--- src/rtl/vic_pkg.sv ---
package vic_pkg;
    typedef enum logic [1:0] {
        ACK_NONE = 2'b00,
        ACK_VEC  = 2'b01,
        ACK_SPUR = 2'b10
    } ack_kind_e;

    typedef enum logic {
        ST_IDLE  = 1'b0,
        ST_REPLY = 1'b1
    } ack_state_e;
endpackage

--- src/rtl/vic_top_find.sv ---
// Highest-set-bit finder, split into groups to shorten the priority chain.
module vic_top_find #(
    parameter int WIDTH = 256,
    parameter int GRP   = 16,
    localparam int IW   = $clog2(WIDTH),
    localparam int NGRP = WIDTH / GRP,
    localparam int GW   = $clog2(GRP),
    localparam int NW   = (NGRP > 1) ? $clog2(NGRP) : 1
) (
    input  logic [WIDTH-1:0] bits,
    output logic             any,
    output logic [IW-1:0]    idx
);
    logic [NGRP-1:0]         grp_any;
    logic [NGRP-1:0][GW-1:0] grp_idx;

    for (genvar g = 0; g < NGRP; g++) begin : g_grp
        logic [GRP-1:0] slice;
        logic           loc_any;
        logic [GW-1:0]  loc_idx;
        assign slice = bits[g*GRP +: GRP];
        always_comb begin
            loc_any = 1'b0;
            loc_idx = '0;
            for (int b = 0; b < GRP; b++) begin
                if (slice[b]) begin
                    loc_any = 1'b1;
                    loc_idx = GW'(b);
                end
            end
        end
        assign grp_any[g] = loc_any;
        assign grp_idx[g] = loc_idx;
    end

    logic [NW-1:0] sel;
    always_comb begin
        sel = '0;
        for (int g = 0; g < NGRP; g++) begin
            if (grp_any[g]) sel = NW'(g);
        end
    end

    assign any = |grp_any;
    assign idx = IW'({sel, grp_idx[sel]});
endmodule

--- src/rtl/vic_vec_store.sv ---
// Pending / in-service / trigger-mode vectors.
module vic_vec_store #(
    parameter int NUM_VEC = 256,
    localparam int VW     = $clog2(NUM_VEC)
) (
    input  logic               clk,
    input  logic               rst_n,
    input  logic               set_valid,
    input  logic [VW-1:0]      set_vector,
    input  logic               set_level,
    input  logic               take,
    input  logic [VW-1:0]      take_vec,
    input  logic               drop,
    input  logic [VW-1:0]      drop_vec,
    output logic [NUM_VEC-1:0] irr_vec,
    output logic [NUM_VEC-1:0] isr_vec,
    output logic [NUM_VEC-1:0] tmr_vec
);
    logic [NUM_VEC-1:0] irr_d, isr_d, tmr_d;

    always_comb begin
        irr_d = irr_vec;
        isr_d = isr_vec;
        tmr_d = tmr_vec;
        // retire first, then grant, then the new request (R9 ordering)
        if (drop) isr_d[drop_vec] = 1'b0;
        if (take) begin
            irr_d[take_vec] = 1'b0;
            isr_d[take_vec] = 1'b1;
        end
        if (set_valid) begin
            irr_d[set_vector] = 1'b1;
            tmr_d[set_vector] = set_level;
        end
    end

    always_ff @(posedge clk or negedge rst_n) begin
        if (!rst_n) begin
            irr_vec <= '0;
            isr_vec <= '0;
            tmr_vec <= '0;
        end else begin
            irr_vec <= irr_d;
            isr_vec <= isr_d;
            tmr_vec <= tmr_d;
        end
    end
endmodule

--- src/rtl/vic_ack_fsm.sv ---
// Acknowledge sequencer: decides in the request cycle, replies in the next.
module vic_ack_fsm
    import vic_pkg::*;
#(
    parameter int VW = 8
) (
    input  logic          clk,
    input  logic          rst_n,
    input  logic          ack_req,
    input  logic          enable,
    input  logic          pend_any,
    input  logic [VW-1:0] pend_top,
    input  logic          pend_level,
    input  logic [VW-1:0] tpr,
    input  logic [VW-1:0] spur_vec,
    output logic          take,
    output logic          ack_valid,
    output logic [1:0]    ack_kind,
    output logic [VW-1:0] ack_vector,
    output logic          ack_level
);
    ack_state_e state_q, state_d;
    ack_kind_e  kind_d, kind_q;
    logic [VW-1:0] vec_d, vec_q;
    logic          lvl_d, lvl_q;
    logic          blocked;

    assign blocked = (tpr != '0) && (pend_top <= tpr);

    always_comb begin
        kind_d = ACK_NONE;
        vec_d  = '0;
        lvl_d  = 1'b0;
        if (enable && pend_any) begin
            if (blocked) begin
                kind_d = ACK_SPUR;
                vec_d  = spur_vec;
            end else begin
                kind_d = ACK_VEC;
                vec_d  = pend_top;
                lvl_d  = pend_level;
            end
        end
    end

    assign take = ack_req && (kind_d == ACK_VEC);

    always_comb begin
        unique case (state_q)
            ST_IDLE:  state_d = ack_req ? ST_REPLY : ST_IDLE;
            ST_REPLY: state_d = ack_req ? ST_REPLY : ST_IDLE;
            default:  state_d = ST_IDLE;
        endcase
    end

    always_ff @(posedge clk or negedge rst_n) begin
        if (!rst_n) begin
            state_q <= ST_IDLE;
            kind_q  <= ACK_NONE;
            vec_q   <= '0;
            lvl_q   <= 1'b0;
        end else begin
            state_q <= state_d;
            if (ack_req) begin
                kind_q <= kind_d;
                vec_q  <= vec_d;
                lvl_q  <= lvl_d;
            end
        end
    end

    always_comb begin
        ack_valid  = 1'b0;
        ack_kind   = ACK_NONE;
        ack_vector = '0;
        ack_level  = 1'b0;
        unique case (state_q)
            ST_IDLE: ;
            ST_REPLY: begin
                ack_valid  = 1'b1;
                ack_kind   = kind_q;
                ack_vector = vec_q;
                ack_level  = lvl_q;
            end
            default: ;
        endcase
    end
endmodule

--- src/rtl/vic_core.sv ---
module vic_core #(
    parameter int NUM_VEC = 256,
    parameter int GRP     = 16,
    localparam int VW     = $clog2(NUM_VEC),
    localparam int CW     = VW - 4
) (
    input  logic          clk,
    input  logic          rst_n,
    input  logic          set_valid,
    input  logic [VW-1:0] set_vector,
    input  logic          set_level,
    input  logic          tpr_wr,
    input  logic [VW-1:0] tpr_data,
    input  logic          spur_wr,
    input  logic [VW:0]   spur_data,
    input  logic          ack_req,
    input  logic          eoi_strobe,
    output logic          irq_out,
    output logic [VW-1:0] proc_pri,
    output logic          ack_valid,
    output logic [1:0]    ack_kind,
    output logic [VW-1:0] ack_vector,
    output logic          ack_level
);
    logic [VW-1:0]      tpr_q;
    logic [VW:0]        spur_q;
    logic [NUM_VEC-1:0] irr_vec, isr_vec, tmr_vec;
    logic               irr_any, isr_any, take;
    logic [VW-1:0]      irr_top, isr_top;
    logic [CW-1:0]      isr_cls;

    always_ff @(posedge clk or negedge rst_n) begin
        if (!rst_n) begin
            tpr_q  <= '0;
            spur_q <= (VW+1)'({VW{1'b1}});
        end else begin
            if (tpr_wr)  tpr_q  <= tpr_data;
            if (spur_wr) spur_q <= spur_data;
        end
    end

    vic_vec_store #(.NUM_VEC(NUM_VEC)) u_store (
        .clk(clk), .rst_n(rst_n),
        .set_valid(set_valid), .set_vector(set_vector), .set_level(set_level),
        .take(take), .take_vec(irr_top),
        .drop(eoi_strobe && isr_any), .drop_vec(isr_top),
        .irr_vec(irr_vec), .isr_vec(isr_vec), .tmr_vec(tmr_vec)
    );

    vic_top_find #(.WIDTH(NUM_VEC), .GRP(GRP)) u_find_irr (
        .bits(irr_vec), .any(irr_any), .idx(irr_top)
    );

    vic_top_find #(.WIDTH(NUM_VEC), .GRP(GRP)) u_find_isr (
        .bits(isr_vec), .any(isr_any), .idx(isr_top)
    );

    assign isr_cls  = isr_any ? isr_top[VW-1:4] : '0;
    assign proc_pri = (tpr_q[VW-1:4] >= isr_cls) ? tpr_q : {isr_cls, 4'h0};
    assign irq_out  = spur_q[VW] && irr_any &&
                      ((proc_pri == '0) || (irr_top[VW-1:4] > proc_pri[VW-1:4]));

    vic_ack_fsm #(.VW(VW)) u_ack (
        .clk(clk), .rst_n(rst_n), .ack_req(ack_req),
        .enable(spur_q[VW]), .pend_any(irr_any), .pend_top(irr_top),
        .pend_level(tmr_vec[irr_top]), .tpr(tpr_q), .spur_vec(spur_q[VW-1:0]),
        .take(take), .ack_valid(ack_valid), .ack_kind(ack_kind),
        .ack_vector(ack_vector), .ack_level(ack_level)
    );
endmodule

--- config.mk ---
export PLATFORM = sky130hd
export DESIGN_NAME = vic_core
export DESIGN_NICKNAME = d
export VERILOG_FILES = /design/src/rtl/vic_pkg.sv /design/src/rtl/vic_top_find.sv /design/src/rtl/vic_vec_store.sv /design/src/rtl/vic_ack_fsm.sv /design/src/rtl/vic_core.sv
export SDC_FILE = /design/constraint.sdc
export NUM_CORES = 2
export LEC_CHECK = 0
export ABC_AREA = 0
export ABC_CLOCK_PERIOD_IN_PS = 8100
export CORE_MARGIN = 3
export CORE_UTILIZATION = 60
export CTS_CLUSTER_DIAMETER = 30
export CTS_CLUSTER_SIZE = 12
export DETAILED_ROUTE_END_ITERATION = 16
export HOLD_SLACK_MARGIN = 0.02
export PLACE_DENSITY = 0.75
export SETUP_SLACK_MARGIN = 0.1
export SYNTH_ARGS = -nofsm -noshare
export SYNTH_HDL_FRONTEND = slang
export SYNTH_SLANG_ARGS = --single-unit
export TNS_END_PERCENT = 5
--- constraint.sdc ---
create_clock -name clk -period 8.1 [get_ports clk]
set_clock_uncertainty 0.05 [all_clocks]
set_input_delay 2.43 -clock clk [delete_from_list [all_inputs] [get_ports clk]]
set_output_delay 2.43 -clock clk [all_outputs]
set_load 0.05 [all_outputs]
==> results.md <==
Detailed routing:
- Dividing the detail-routed wire length by the instance count gives 28.3 microns.
- The overall via count from detail_route is 36500.
- The per-cell via count in the routed design is 6.91.
- For this run, the detailed router's first-pass iteration total came to 8.
- The count of nets left with antenna violations once routing finished came out at 0.
- The number of remaining DRC errors is 0.
- The aggregate routed wire length is ~150 mm.
- The detailed router finished its first iteration with 5185 violations.

Power and ir drop:
- In this run the static leakage power is 22.8 nW.
- The power per unit of standard cell area is between 400 and 500 mW/mm^2.
- VDD sags by at most 856 uV.

Layout:
- The total number of nets in the final design is around 4300.
- Relative to the synthesized area, the layout overhead comes to 17.8%.
- Cells with a size suffix above 1 make up 17.9% of the layout.
- The layout has 4781 filler cells.
- The area of all placed cells without fillers is 0.0483 sq mm.
- The multi-input combinational cells in the finished layout cover a total of approximately 0.02 sq mm.
- Across the whole layout, storage elements account for approximately 0.02 sq mm.

Global routing:
- The first global-routing pass estimated 223 mm of wire.
- The aggregate global-route resource usage is 41.8%.
- Entering global routing, the biggest net connects 178 pins.
- The number of global-route vias before repair is 35900.
- For this run the aggregate overflow at the end of global routing stands at 0.
- The initial antenna violation count came to 1.

Synth:
- The Yosys step of the flow raised 0 warnings.
- The number of different library cells used by synthesis comes to 92.
- The share of flip-flops with an asynchronous set or reset after synthesis is 100%.
- After synthesis the netlist holds a flip-flop and latch count of 797.
- The post-synthesis sequential area ratio is 48.7%.
- The cell area that synthesis handed to floorplanning was 0.0410 sq mm.
- The top cell type by area accounts for between 40% and 50% of the synthesized area.
- The number of standard cells after synthesis is 4226.
- The number of nets produced by synthesis is between 4000 and 5000.
- The dominant combinational cell family by area after synthesis is simple AND/OR/NAND/NOR gates.
- Counting instances in the post-synthesis netlist gives the leading cell types as sky130_fd_sc_hd__dfrtp_1 (789), sky130_fd_sc_hd__nand2_1 (780), sky130_fd_sc_hd__nor2_1 (309).
- The number of flops mapped to enable cells by yosys is 0.
- Yosys attributes the largest share of cell area to sky130_fd_sc_hd__dfrtp_1 (48%), sky130_fd_sc_hd__mux2_2 (7.7%), sky130_fd_sc_hd__nand2_1 (7.1%), sky130_fd_sc_hd__o31ai_1 (4.1%), sky130_fd_sc_hd__mux2i_1 (3.9%).
- The cell type contributing the most total cell area after synthesis is sky130_fd_sc_hd__dfrtp_1.
- The average cell area after synthesis is 9.70 sq um.
- After Yosys synthesis, full adders, half adders and majority gates account for 0.488% of the synthesized area.
- The top flip-flop cell by instance count after synthesis is sky130_fd_sc_hd__dfrtp_1.
- The mux share of post-synthesis cell area is between 10% and 20%.
- The post-synthesis share of cell area spent on and, or, nand and nor gates is 18.3%.
- The fraction of synthesized cell area in xor and xnor cells is 0%.
- The post-synthesis compound-gate area fraction is between 15 and 20%.
- In the post-synthesis netlist, the cell with the most instances is sky130_fd_sc_hd__dfrtp_1.

STA:
- The worst path uses 96.7% of the clock period.
- Setup violations remaining at the end of the flow were counted as 0.
- The final hold slack is between 0.4 and 0.5 ns.
- The top achievable clock speed is approximately 0.13 GHz.
- Counting I/O delays and the setup requirement, the final critical path takes 7.83 ns.
- The number of endpoints with negative hold slack in the final report was 0.
- Setup repair after global routing left no endpoint under its margin.
- The number of max-slew violations in the final report came to 0.
- At the pin with the least slew margin, the transition time is 1.35 ns.
- The relative slew slack is 9.72%.
- In the post-route analysis, the smallest setup slack over all paths is between 0.2 and 0.3 ns.
- The summed negative setup slack over all endpoints is 0 ns.

Clocking:
- Counting the buffers created by CTS gives ~160.
- The root buffer cell is sky130_fd_sc_hd__clkbuf_16.
- The H-tree generated during clock tree synthesis spans 4 levels.
- The clock-pin slew of the registers on the worst-case setup and hold paths is 0.05 ns.
- The count of clock tree sinks is between 700 and 800.
- Hold repair after CTS inserted 0 buffers.
- The number of buffers on the longest clock path is 3.
- TritonCTS built the clock tree.
- The later pin in the worst-skew pair is clocked with a latency of about 0.75 ns.

Setup path:
- For this design, the slowest cell found on the critical path is sky130_fd_sc_hd__or4_1.
- The reg-to-reg startpoint is u_store.irr_vec[212]$_DFF_PN0_.
- The cell type group with the largest total delay on the critical path is simple AND/OR/NAND/NOR gates.
- The data required time at the worst endpoint is 5.62 ns.
- The launch point of the worst path is u_store.isr_vec[204]$_DFF_PN0_.
- The buffering stage count on the worst path with inverters included is 2.
- The delay of the slowest critical-path stage is 0.57 ns.
- Of all nets on the critical path, the largest fanout is 8.
- The startpoint class of the critical path is a register.
- The critical path goes through or4_1 -> nor2_1 -> nand4_1 -> nor2_1 -> nand2_1 -> a21oi_2 -> ha_1 -> a21o_1 -> a21oi_2 -> buf_6 -> nor2_1 -> a21oi_2 -> ha_1 -> nor2b_1 -> o21ai_1 -> nand2b_1 -> a21oi_2 -> a41oi_1 -> o21a_2 -> buf_12.
- In this design, the critical path's most frequently occurring cell is sky130_fd_sc_hd__a21oi_2.
- The worst setup path is of the register to output pin kind.
- For the worst setup path, the data arrival time is 5.35 ns.
- STA classifies the critical path endpoint as an output pin.

Die:
- The top-level port count is 54.
- The starting density of the core is 60.8%.
- The die covers 0.0715 sq mm.
- The core region is 0.0674 sq mm.
- From left edge to right edge, the die measures 267 microns.
- The chip height is 267 microns.
- After floorplanning, the core was divided into 95 placement rows.

Min path:
- The type of the worst min-delay path is register to register.
- The startpoint identified for the worst hold timing path is u_store.irr_vec[176]$_DFF_PN0_.

Job:
- The number of max-capacitance violations reported is 0.

Place:
- The count of input and output buffers is between 50 and 60.
- Summed over all nets, the half-perimeter wirelength after detailed placement is 95.0 mm.
- Once placement finished, the instance area stood at 0.0424 sq mm.
- At the end of routability-driven placement, the weighted congestion stood at approximately 1.1.
- The pre-CTS worst setup slack is 0.606 ns.

Outcome:
- The run finished with clean final reports.
## per-stage QoR
| stage | power [mW] | cells | utilization [%] |
|---|---|---|---|
| 4_1_cts | 19.1 | 5286 | 71.5 |
| 6_report | 19.5 | 5292 | 71.7 |
| 2_1_floorplan | 9.45 | 4226 | - |
| 5_1_grt | 19.8 | 5291 | 71.7 |
| 3_3_place_gp | 12.2 | 4985 | 62.9 |
| 3_5_place_dp | 12.2 | 4985 | 62.9 |
## kinds of logic (layout without fill, tap and decap cells)
family                   count (synthesis)  count (layout)
buffers and inverters                  396             588
flip-flops                             797             797
AND/OR/NAND/NOR                       1635            1635
multiplexers                           448             448
AO/OA/AOI/OAI                          934             934
other                                    0               1
adder cells (fa/ha/maj)                 16              16
## area by class of cell
class	count	area share, %
clock buffers	209	9.30
diodes	1	0.00518
repair buffers	151	2.83
flip-flops and latches	797	41.3
well taps	873	2.26
clock inverters	90	2.54
multi-input cells	3033	40.7
inverters	138	1.08
## final timing paths
| kind | to | slack (ns) | depth (start not counted) |
|---|---|---|---|
| setup / recovery | irq_out | 0.27 | 20 |
| hold / removal | u_store.irr_vec[176]$_DFF_PN0_ | 0.45 | 1 |
| setup reg to reg | u_store.irr_vec[216]$_DFF_PN0_ | 0.49 | 21 |
| hold reg to reg | u_store.irr_vec[176]$_DFF_PN0_ | 0.45 | 1 |
| max in group asynchronous | u_store.tmr_vec[175]$_DFFE_PN0P_ | 4.64 | 2 |
| min in group asynchronous | u_store.irr_vec[51]$_DFF_PN0_ | 1.72 | 1 |
## sequential cells by signal (all words and copies together) (netlist names)
| name | cells |
|---|---|
| u_ack.kind_q | 2 |
| u_store.isr_vec | 256 |
| u_ack.vec_q | 8 |
| u_ack.state_q | 1 |
| spur_q | 9 |
| u_store.tmr_vec | 256 |
| u_ack.lvl_q | 1 |
| u_store.irr_vec | 256 |
| tpr_q | 8 |
## placed cells by master, fill, tap and decap left out, types with 55 or more instances in the layout
master,Yosys,final
sky130_fd_sc_hd__dfrtp_1,789,789
sky130_fd_sc_hd__nand2_1,780,777
sky130_fd_sc_hd__nor2_1,309,289
sky130_fd_sc_hd__mux2_2,279,279
sky130_fd_sc_hd__o31ai_1,222,222
sky130_fd_sc_hd__a22o_1,179,179
sky130_fd_sc_hd__nor3_1,177,171
sky130_fd_sc_hd__mux2i_1,161,161
sky130_fd_sc_hd__clkbuf_16,0,161
sky130_fd_sc_hd__inv_1,131,131
sky130_fd_sc_hd__nor4_1,125,114
sky130_fd_sc_hd__a21oi_1,118,110
sky130_fd_sc_hd__buf_4,15,97
sky130_fd_sc_hd__o21ai_0,85,84
sky130_fd_sc_hd__a21o_1,77,77
sky130_fd_sc_hd__o21bai_1,55,55
## per-layer routing
metal  part of all wire, %  track usage (%)
met1                    38             54.5
met2                    43             61.3
met3                    13             13.0
met4                   7.1             26.0
met5                     0                0
## power by group
part / internal (mW) / leakage, nW / switching [mW]
Sequential: 4.34 / 10.6 / 0.327
Clock: 4.55 / 2.76 / 2.34
Combinational: 2.12 / 9.41 / 5.81
## timing repair
item | in CTS | in global routing
setup buffers | 2 | 5
endpoints found under the setup margin | 1 | 1
cloned | 0 | 0
resized for setup | 12 | 12
pin swaps | 3 | 14
(Power assumes the default switching activity.)
